File: src/rtl/rxr_pkg.sv
package rxr_pkg;
  typedef enum logic [2:0] {
    ST_IDLE,
    ST_BODY,
    ST_PAD,
    ST_HDR,
    ST_DROP
  } rxr_state_e;

  // status byte bit positions (decoded by the host driver)
  localparam int STAT_OK_BIT  = 0;
  localparam int STAT_GRP_BIT = 5;

  // configuration select codes
  localparam logic [1:0] SEL_START = 2'd0;
  localparam logic [1:0] SEL_STOP  = 2'd1;
  localparam logic [1:0] SEL_BND   = 2'd2;
  localparam logic [1:0] SEL_CUR   = 2'd3;
endpackage

File: src/rtl/rxr_ptr_regs.sv
module rxr_ptr_regs
  import rxr_pkg::*;
#(
  parameter int PTR_W = 8
) (
  input  logic             clk,
  input  logic             rst_n,
  input  logic             cfg_we,
  input  logic [1:0]       cfg_sel,
  input  logic [PTR_W-1:0] cfg_wdata,
  input  logic             adv_en,
  input  logic [PTR_W-1:0] adv_page,
  output logic [PTR_W-1:0] start_pg,
  output logic [PTR_W-1:0] stop_pg,
  output logic [PTR_W-1:0] bnd_pg,
  output logic [PTR_W-1:0] cur_pg
);
  always_ff @(posedge clk) begin
    if (!rst_n) begin
      start_pg <= '0;
      stop_pg  <= '0;
      bnd_pg   <= '0;
      cur_pg   <= '0;
    end else begin
      if (cfg_we) begin
        case (cfg_sel)
          SEL_START: start_pg <= cfg_wdata;
          SEL_STOP:  stop_pg  <= cfg_wdata;
          SEL_BND:   bnd_pg   <= cfg_wdata;
          default:   cur_pg   <= cfg_wdata;
        endcase
      end
      // the frame commit takes priority over a host write to current
      if (adv_en) cur_pg <= adv_page;
    end
  end
endmodule

File: src/rtl/rxr_space_gate.sv
module rxr_space_gate #(
  parameter int PTR_W     = 8,
  parameter int PAGE_BITS = 8,
  parameter int MAX_FRAME = 1518
) (
  input  logic             stopped,
  input  logic [PTR_W-1:0] start_pg,
  input  logic [PTR_W-1:0] stop_pg,
  input  logic [PTR_W-1:0] bnd_pg,
  input  logic [PTR_W-1:0] cur_pg,
  output logic             accept
);
  localparam int W = PTR_W + PAGE_BITS + 2;

  function automatic logic signed [W-1:0] byte_addr(input logic [PTR_W-1:0] pg);
    return $signed({2'b00, pg, {PAGE_BITS{1'b0}}});
  endfunction

  // bytes left between the write point and the host read point
  function automatic logic signed [W-1:0] room(input logic [PTR_W-1:0] lo, hi, bnd, cur);
    logic signed [W-1:0] c, b, ring;
    c    = byte_addr(cur);
    b    = byte_addr(bnd);
    ring = byte_addr(hi) - byte_addr(lo);
    if (c < b) return b - c;
    return ring - (c - b);
  endfunction

  logic signed [W-1:0] free_bytes;
  assign free_bytes = room(start_pg, stop_pg, bnd_pg, cur_pg);
  assign accept     = !stopped && (free_bytes >= $signed(W'(MAX_FRAME)));
endmodule

File: src/rtl/rx_ring_writer.sv
module rx_ring_writer
  import rxr_pkg::*;
#(
  parameter int PTR_W     = 8,
  parameter int PAGE_BITS = 8,
  parameter int MAX_FRAME = 1518,
  parameter int MIN_FRAME = 60,
  parameter int HDR_BYTES = 4
) (
  input  logic                       clk,
  input  logic                       rst_n,
  input  logic                       rx_stopped,
  input  logic                       cfg_we,
  input  logic [1:0]                 cfg_sel,
  input  logic [PTR_W-1:0]           cfg_wdata,
  input  logic                       s_valid,
  input  logic [7:0]                 s_data,
  input  logic                       s_sof,
  input  logic                       s_eof,
  output logic                       s_ready,
  output logic                       mem_we,
  output logic [PTR_W+PAGE_BITS-1:0] mem_addr,
  output logic [7:0]                 mem_wdata,
  output logic [PTR_W-1:0]           cur_page,
  output logic                       rx_done
);
  localparam int ADDR_W     = PTR_W + PAGE_BITS;
  localparam int PAGE_BYTES = 1 << PAGE_BITS;
  localparam int CNT_W      = 16;   // two-byte length field
  localparam int HIDX_W     = $clog2(HDR_BYTES);

  rxr_state_e          state;
  logic [CNT_W-1:0]    cnt;
  logic [ADDR_W-1:0]   wr_ptr;
  logic [HIDX_W-1:0]   hidx;
  logic                grp;
  logic [PTR_W-1:0]    start_pg, stop_pg, bnd_pg;
  logic                accept;

  // address arithmetic -------------------------------------------------
  function automatic logic [ADDR_W-1:0] ring_step(input logic [ADDR_W-1:0] a, lo, hi);
    logic [ADDR_W-1:0] n;
    n = a + 1'b1;
    return (n == hi) ? lo : n;
  endfunction

  function automatic logic [PTR_W-1:0] next_page(input logic [PTR_W-1:0] c, lo, hi,
                                                 input logic [CNT_W-1:0] tot);
    logic [CNT_W:0]   span;
    logic [PTR_W+1:0] n;
    span = {1'b0, tot} + (CNT_W+1)'(HDR_BYTES + PAGE_BYTES - 1);
    n    = {2'b00, c} + (PTR_W+2)'(span >> PAGE_BITS);
    if (n >= {2'b00, hi}) n = n - ({2'b00, hi} - {2'b00, lo});
    return n[PTR_W-1:0];
  endfunction

  function automatic logic [7:0] status_byte(input logic g);
    logic [7:0] s;
    s = '0;
    s[STAT_OK_BIT]  = 1'b1;
    s[STAT_GRP_BIT] = g;
    return s;
  endfunction

  // named events -------------------------------------------------------
  logic [ADDR_W-1:0] cur_a, start_a, stop_a;
  logic              hs, frame_open, in_pad, in_hdr, in_drop, hdr_last;
  logic [CNT_W-1:0]  cnt_nx, stored_len;
  logic [PTR_W-1:0]  nxt_pg;
  logic [7:0]        hdr_byte;

  assign cur_a      = {cur_page, {PAGE_BITS{1'b0}}};
  assign start_a    = {start_pg, {PAGE_BITS{1'b0}}};
  assign stop_a     = {stop_pg,  {PAGE_BITS{1'b0}}};
  assign s_ready    = (state == ST_IDLE) || (state == ST_BODY) || (state == ST_DROP);
  assign hs         = s_valid && s_ready;
  assign frame_open = (state == ST_IDLE) && hs && s_sof;
  assign in_pad     = (state == ST_PAD);
  assign in_hdr     = (state == ST_HDR);
  assign in_drop    = (state == ST_DROP);
  assign hdr_last   = in_hdr && (hidx == HIDX_W'(HDR_BYTES - 1));
  assign cnt_nx     = cnt + 1'b1;
  assign stored_len = cnt + CNT_W'(HDR_BYTES);
  assign nxt_pg     = next_page(cur_page, start_pg, stop_pg, stored_len);

  always_comb begin
    case (hidx)
      HIDX_W'(0): hdr_byte = status_byte(grp);
      HIDX_W'(1): hdr_byte = 8'(nxt_pg);
      HIDX_W'(2): hdr_byte = stored_len[7:0];
      default:    hdr_byte = stored_len[15:8];
    endcase
  end

  rxr_ptr_regs #(.PTR_W(PTR_W)) u_regs (
    .clk(clk), .rst_n(rst_n),
    .cfg_we(cfg_we), .cfg_sel(cfg_sel), .cfg_wdata(cfg_wdata),
    .adv_en(hdr_last), .adv_page(nxt_pg),
    .start_pg(start_pg), .stop_pg(stop_pg), .bnd_pg(bnd_pg), .cur_pg(cur_page)
  );

  rxr_space_gate #(.PTR_W(PTR_W), .PAGE_BITS(PAGE_BITS), .MAX_FRAME(MAX_FRAME)) u_gate (
    .stopped(rx_stopped), .start_pg(start_pg), .stop_pg(stop_pg),
    .bnd_pg(bnd_pg), .cur_pg(cur_page), .accept(accept)
  );

  // frame sequencer ----------------------------------------------------
  always_ff @(posedge clk) begin
    if (!rst_n) begin
      state     <= ST_IDLE;
      cnt       <= '0;
      wr_ptr    <= '0;
      hidx      <= '0;
      grp       <= 1'b0;
      mem_we    <= 1'b0;
      mem_addr  <= '0;
      mem_wdata <= '0;
      rx_done   <= 1'b0;
    end else begin
      mem_we  <= 1'b0;
      rx_done <= 1'b0;
      case (state)
        ST_IDLE: if (frame_open) begin
          if (accept) begin
            mem_we    <= 1'b1;
            mem_addr  <= cur_a + ADDR_W'(HDR_BYTES);
            mem_wdata <= s_data;
            wr_ptr    <= ring_step(cur_a + ADDR_W'(HDR_BYTES), start_a, stop_a);
            cnt       <= CNT_W'(1);
            grp       <= s_data[0];
            hidx      <= '0;
            if (s_eof) state <= (1 < MIN_FRAME) ? ST_PAD : ST_HDR;
            else       state <= ST_BODY;
          end else if (!s_eof) begin
            state <= ST_DROP;
          end
        end
        ST_BODY: if (hs) begin
          mem_we    <= 1'b1;
          mem_addr  <= wr_ptr;
          mem_wdata <= s_data;
          wr_ptr    <= ring_step(wr_ptr, start_a, stop_a);
          cnt       <= cnt_nx;
          if (s_eof) state <= (cnt_nx < CNT_W'(MIN_FRAME)) ? ST_PAD : ST_HDR;
        end
        ST_PAD: begin
          mem_we    <= 1'b1;
          mem_addr  <= wr_ptr;
          mem_wdata <= 8'h00;
          wr_ptr    <= ring_step(wr_ptr, start_a, stop_a);
          cnt       <= cnt_nx;
          if (cnt_nx >= CNT_W'(MIN_FRAME)) state <= ST_HDR;
        end
        ST_HDR: begin
          mem_we    <= 1'b1;
          mem_addr  <= cur_a + ADDR_W'(hidx);
          mem_wdata <= hdr_byte;
          hidx      <= hidx + 1'b1;
          if (hdr_last) begin
            rx_done <= 1'b1;
            state   <= ST_IDLE;
          end
        end
        ST_DROP: if (hs && s_eof) state <= ST_IDLE;
        default: state <= ST_IDLE;
      endcase
    end
  end

  // checks -------------------------------------------------------------

  done_pulse_chk: assert property (@(posedge clk) disable iff (!rst_n)
    rx_done |=> !rx_done);


  cur_move_chk: assert property (@(posedge clk) disable iff (!rst_n)
    (!$stable(cur_page) && !$past(cfg_we)) |-> rx_done);


  pad_write_chk: assert property (@(posedge clk) disable iff (!rst_n)
    in_pad |=> (mem_we && mem_wdata == 8'h00));


  drop_quiet_chk: assert property (@(posedge clk) disable iff (!rst_n)
    in_drop |=> !mem_we);


  wrap_chk: assert property (@(posedge clk) disable iff (!rst_n)
    (mem_we && (stop_pg != start_pg)) |-> (mem_addr != stop_a));
endmodule

File: config.mk
export PLATFORM = sky130hd
export DESIGN_NAME = rx_ring_writer
export DESIGN_NICKNAME = d
export VERILOG_FILES = /design/src/rtl/rxr_pkg.sv /design/src/rtl/rxr_ptr_regs.sv /design/src/rtl/rxr_space_gate.sv /design/src/rtl/rx_ring_writer.sv
export SDC_FILE = /design/constraint.sdc
export NUM_CORES = 1
export LEC_CHECK = 0
export ABC_AREA = 1
export ABC_CLOCK_PERIOD_IN_PS = 6900
export BUFFER_PORTS_ARGS = -buffer_cell sky130_fd_sc_hd__buf_2
export CAP_MARGIN = 20
export CORE_UTILIZATION = 60
export CTS_CLUSTER_DIAMETER = 100
export DETAILED_ROUTE_END_ITERATION = 6
export PLACE_DENSITY = 0.88
export SYNTH_ARGS = -nofsm -noshare
export SYNTH_HDL_FRONTEND = slang
export SYNTH_SLANG_ARGS = --single-unit
File: constraint.sdc
create_clock -name clk -period 6.9 [get_ports clk]
set_input_delay 1.38 -clock clk [delete_from_list [all_inputs] [get_ports clk]]
set_output_delay 1.38 -clock clk [all_outputs]
set_load 0.03 [all_outputs]
# Word level (Yosys, flattened, before mapping)
# Index checks and enable logic that the tools add are counted.
# classes
addsub	15
multipliers	0
n_div	0
n_lt_le_gt_ge	5
eq_ne	20
shifts	0
mux	45
n_bitwise	0
reduce_logical	28
# op_table
operator	n
16-bit 2-to-1 mux	11
16-bit case mux with 3 select lines	2
16-bit case mux with 4 select lines	1
8-bit 2-to-1 mux	7
16-bit by 16-bit subtractor with 17-bit output	3
16-bit by 1-bit adder with 16-bit output, second input constant	3
18-bit 2-to-1 mux	2
16-bit by 3-bit adder with 16-bit output, second input constant	2
16-bit == test	2
8-bit case mux with 4 select lines	1
3-bit 2-to-1 mux	8
8-bit case mux with 3 select lines	1
18-bit by 12-bit greater-or-equal comparator with 1-bit output, second input constant	1
18-bit subtractor	1
16-bit by 9-bit adder with 17-bit output, second input constant	1
16-bit by 2-bit adder with 16-bit output	1
16-bit by 6-bit greater-or-equal comparator with 1-bit output, second input constant	1
16-bit less-than comparator	1
16-bit by 6-bit less-than comparator with 1-bit output, second input constant	1
8-bit subtractor	2
3-bit case mux with 5 select lines	1
8-bit by 9-bit adder with 10-bit output	1
10-bit by 8-bit greater-or-equal comparator with 1-bit output	1
2-bit AND reduction	5
other kinds (26)	53
# word_totals
regBits	96
latch_bits	0
ram_bits	0
romBits	0
input_bits	25
output_inout_bits	35
wordCells	126
mem_count	0

# Logic depth before layout (Yosys ltp)
# logic_depth
word_depth	8
mapped_depth	30
depth_no_buf	29

# Cells and area by module
# Synthesis repeated with hierarchy kept, for this count alone.
# hier_totals
cells_unflattened	1353
hier_area_um2	8592.0
# modules_own_cells
module	n_inst	cells_each	area_per_inst_um2	seq_area_each_um2
rx_ring_writer	1	902	5669.2	1281.2
rxr_space_gate	1	274	1655.3	0.0
rxr_ptr_regs	1	177	1267.5	640.6

# Worst setup path after synthesis
# OpenSTA, ideal clock, no wires.
# synth_timing
path_kind	flip-flop to flip-flop
start	register cnt[2]
end	register mem_wdata[6]
arrival_time_ns	3.955
t_required_ns	6.780
path_slack_ns	2.825
path_stages_with_launch	29
path_buffers	0
period_less_slack_ns	4.075
cell_sequence	dfxtp_1 -> ha_1 -> nand2_2 -> nor3_4 -> inv_2 -> nand2_1 -> nand2_2 -> nand2_1 -> nand2_1 -> xor2_1 -> ha_1 -> a21oi_1 -> nand2_1 -> xor2_1 -> inv_1 -> fa_1 -> ha_1 -> inv_1 -> o21ai_0 -> a31oi_1 -> inv_1 -> a21oi_1 -> o21ai_0 -> xnor2_1 -> nand2_1 -> nand3_1 -> nand2_1 -> nand2_1 -> a21oi_1
# synth_between
elab_chain_len	7
# synth_lines
element	line_no	text
start: declaration	rx_ring_writer.sv:33	logic [CNT_W-1:0] cnt;
start signal: assignment	rx_ring_writer.sv:143	cnt <= cnt_nx;
start signal: assignment	rx_ring_writer.sv:151	cnt <= cnt_nx;
16-bit by 3-bit adder with 16-bit output *	rx_ring_writer.sv:83	assign stored_len = cnt + CNT_W'(HDR_BYTES);
16-bit by 9-bit adder with 17-bit output	rx_ring_writer.sv:51	span = {1'b0, tot} + (CNT_W+1)'(HDR_BYTES + PAGE_BYTES - 1);
8-bit by 9-bit adder with 10-bit output	rx_ring_writer.sv:52	n = {2'b00, c} + (PTR_W+2)'(span >> PAGE_BITS);
8-bit subtractor / 10-bit by 8-bit greater-or-equal comparator with 1-bit output (equally long branches)	rx_ring_writer.sv:53	if (n >= {2'b00, hi}) n = n - ({2'b00, hi} - {2'b00, lo});
8-bit 2-to-1 mux	rx_ring_writer.sv:53	
8-bit case mux with 3 select lines *	rx_ring_writer.sv:87	case (hidx)
8-bit case mux with 4 select lines *	rx_ring_writer.sv:122	case (state)
end signal: assignment	rx_ring_writer.sv:127	mem_wdata <= s_data;
end signal: assignment	rx_ring_writer.sv:141	mem_wdata <= s_data;
end signal: assignment	rx_ring_writer.sv:157	mem_wdata <= hdr_byte;
end: declaration	rx_ring_writer.sv:23	output logic [7:0] mem_wdata,
# Mark *: on every way between the ends. The rest lies on a longest branch, timed or not.
# A chain may end at the register's enable or synchronous reset.

# Worst setup path after layout
# layout_timing
start	register cnt[2]
end	register mem_wdata[7]
# Same word-level chain as after synthesis.

==> reports/qor.txt <==
status: finished clean
Hold WS: 0.4860 ns
Seq/Total Area, Yosys: 0.2319
1st-pass router iterations: 5
Num CTS Buffers: 9
Max-Cap Viols: 0
grt ovf: 0
Layout Nets: 1389
CTS tree: yes
# setup viols final: 0
Gate Count Post-Synth: 1253
Detailed Route Iter0 Violations: 852
Least-Margin Pin Slew: 0.8890 ns
share of layout cells above drive strength 1: 0.09535
GP Congestion: 0.9436
worst skew pair latency: 0.37 ns
maximum VDD drop: 0.2740 mV
Crit. End Element: flip-flop
Ant. Diodes: 0
RSZ-0062 raised after global routing: no
yosys warns: 0
Starting Density: 0.6209
Final Hold Fails: 0
Core ar.: 0.01335 mm2
critical path type: flip-flop to flip-flop
minimum clock period after layout: 4.893 ns
Leak: 4.301 nW
DRC: 0
Max-Slew Margin vs Limit: 0.4019
Final Max Slew Viols: 0
first-pass GRT wire length: 37870 um
root buffer cell: clkbuf_16
number of synthesized register bits: 96
pwr dens: 382.6 mW/mm2
CP Data Arrival Time: 5.19 ns
die extent in y: 119.5 um
Synth-to-Final Area Change: 7.518%
type of origin of the critical path: flip-flop
DPL Wire Length: 17770 um
initial antenna violation count: 0
post-CTS resize count: 0
Worst-path clk slew: 0.07 ns
CTS HTree Levels: 3
post-CTS setup buffer count: 0
library cells used by synthesis: 49
Req. time, crit path: 7.19 ns
final worst path period share: 0.7091
HP Class: flip-flop to flip-flop
crit path max fanout: 5
port bufs: 59
average size of a mapped cell: 6.614 um2
setup_tns: 0 ns
Post-DRT Antenna Nets: 0
Post-CTS Hold Buffers: 0
skew final: 0.01246 ns
I/O pin total: 60
Die W: 119.5 um
largest net degree at the start of global routing: 55
vias in the first global route: 7715
standard-cell rows: 42
CTS sink count: 96
layout filler cell count: 1181
Highest Clock Rate: 204.4 MHz
CTS Buffer Depth: 2
total wire length: 23400 um
Synth Cell Area: 0.008288 mm2
syn nets: 1357
total number of vias: 8411
via/cell ratio: 5.737
total track usage: 0.3348
WL/cell: 15.96 um
die area: 0.01429 mm2
[routing by layer]
layer,global-route usage,vias up,wire length [um]
li1,-,4164,-
met1,0.4402,3819,10030
met2,0.5361,382,10670
met3,0.07129,46,2042
met4,0.1266,0,661
met5,0,-,0
[per-stage QoR]
step	instance area (um2)	cells	power, mW	utilization	setup slack [ns]
after floorplan	8288	1253	2.423	-	2.825
after global placement	8611	1450	2.796	0.6451	2.187
after detailed placement	8611	1450	2.832	0.6451	2.191
after CTS	8911	1466	3.372	0.6676	2.131
after global routing	8911	1466	3.686	0.6676	1.713
final	8911	1466	3.410	0.6676	2.007
[state kept, by name, summed over array words and instances (netlist names)]
| name | count |
|---|---|
| mem_we | 1 |
| u_regs.start_pg | 8 |
| wr_ptr | 16 |
| state | 3 |
| grp | 1 |
| u_regs.cur_pg | 8 |
| u_regs.bnd_pg | 8 |
| rx_done | 1 |
| hidx | 2 |
| cnt | 16 |
| mem_wdata | 8 |
| u_regs.stop_pg | 8 |
| mem_addr | 16 |
[cells in the mapped netlist, drive strengths merged]
cell type	count	area, um2
o21ai	106	534.3
o211ai	5	37.54
o311ai	1	8.760
nor4	2	12.51
nor2	112	457.9
a21oi	106	534.3
a21boi	2	18.77
fa	12	240.2
o21a	2	15.01
o22ai	1	6.260
nand3b	2	15.01
and2	1	6.260
o221ai	1	8.760
buf	16	117.6
a21o	4	30.03
o31ai	1	7.510
xor2	48	420.4
clkbuf	25	97.60
ha	67	838.3
nand2	282	1114
inv	177	664.4
a22oi	8	60.06
o21bai	3	22.52
xnor2	14	122.6
nor3	21	155.2
nand4	34	227.7
a211oi	3	22.52
dfxtp	96	1922
a31oi	2	12.51
nand3	99	558.0
[cells in the final DEF, fill, tap and decap left out, types with 8 or more instances in the layout]
cell and count:
a21oi_1 105, a22oi_1 8, buf_2 59, clkbuf_16 9
dfxtp_1 96, fa_1 12, ha_1 67, inv_1 170
nand2_1 268, nand2_2 10, nand3_1 91, nand4_1 33
nor2_1 103, nor3_1 16, o21ai_0 85, o21ai_1 20
xnor2_1 14, xor2_1 48
[layout make-up]
type	instances	area (um2)	share of cell area
Multi-Input combinational cell	939	5487	0.6157
Sequential cell	96	1922	0.2157
Inverter	177	664.4	0.07456
Timing Repair Buffer	62	317.8	0.03566
Clock buffer	12	246.5	0.02766
Tap cell	176	220.2	0.02471
Clock inverter	4	53.80	0.006038
[final timing paths]
kind / depth (start not counted) / from / endpoint / slack, ns
setup reg to reg: 26 / cnt[2] / mem_wdata[7] / 2.01
hold / removal: 2 / mem_addr[1] / mem_addr[1] / 0.49
hold reg to reg: 2 / mem_addr[1] / mem_addr[1] / 0.49
setup / recovery: 26 / cnt[2] / mem_wdata[7] / 2.01
[cell families (layout without fill, tap and decap cells)]
logic type / after synthesis / count (layout) / synth area share
xor gates and xnor gates: 62 / 62 / 0.06552
and+or+nand+nor: 553 / 553 / 0.3072
DFF: 96 / 96 / 0.2319
AOI/OAI and AO/OA: 245 / 245 / 0.1591
adders and majority gates: 79 / 79 / 0.1301
buffers and inverters: 218 / 255 / 0.1061
[worst max-delay path, cell delays in order (launching register included)]
cell     delay (ns)
dfxtp_1        0.41
ha_1           0.26
nand3_1        0.12
nand2_1        0.09
nand2_1        0.10
nor2_1         0.15
nand3_1        0.14
xnor2_1        0.21
ha_1           0.27
fa_1           0.44
xor2_1         0.41
fa_1           0.52
ha_1           0.37
nand3_1        0.11
nand3_1        0.10
nand2_1        0.08
nand2_1        0.05
a21oi_1        0.21
o21ai_0        0.11
nand2_1        0.06
nand2_1        0.06
xor2_1         0.14
nand2_1        0.08
nand3_1        0.09
nand2_1        0.09
nand2_1        0.05
a21oi_1        0.11
[report_power, final]
group          switching (mW)  internal [mW]  leakage, nW
Clock                   0.236          0.292        0.139
Sequential              0.105          0.678        0.783
Combinational            1.41          0.692         3.38
Note: power is estimated with default switching activity, not from simulation.
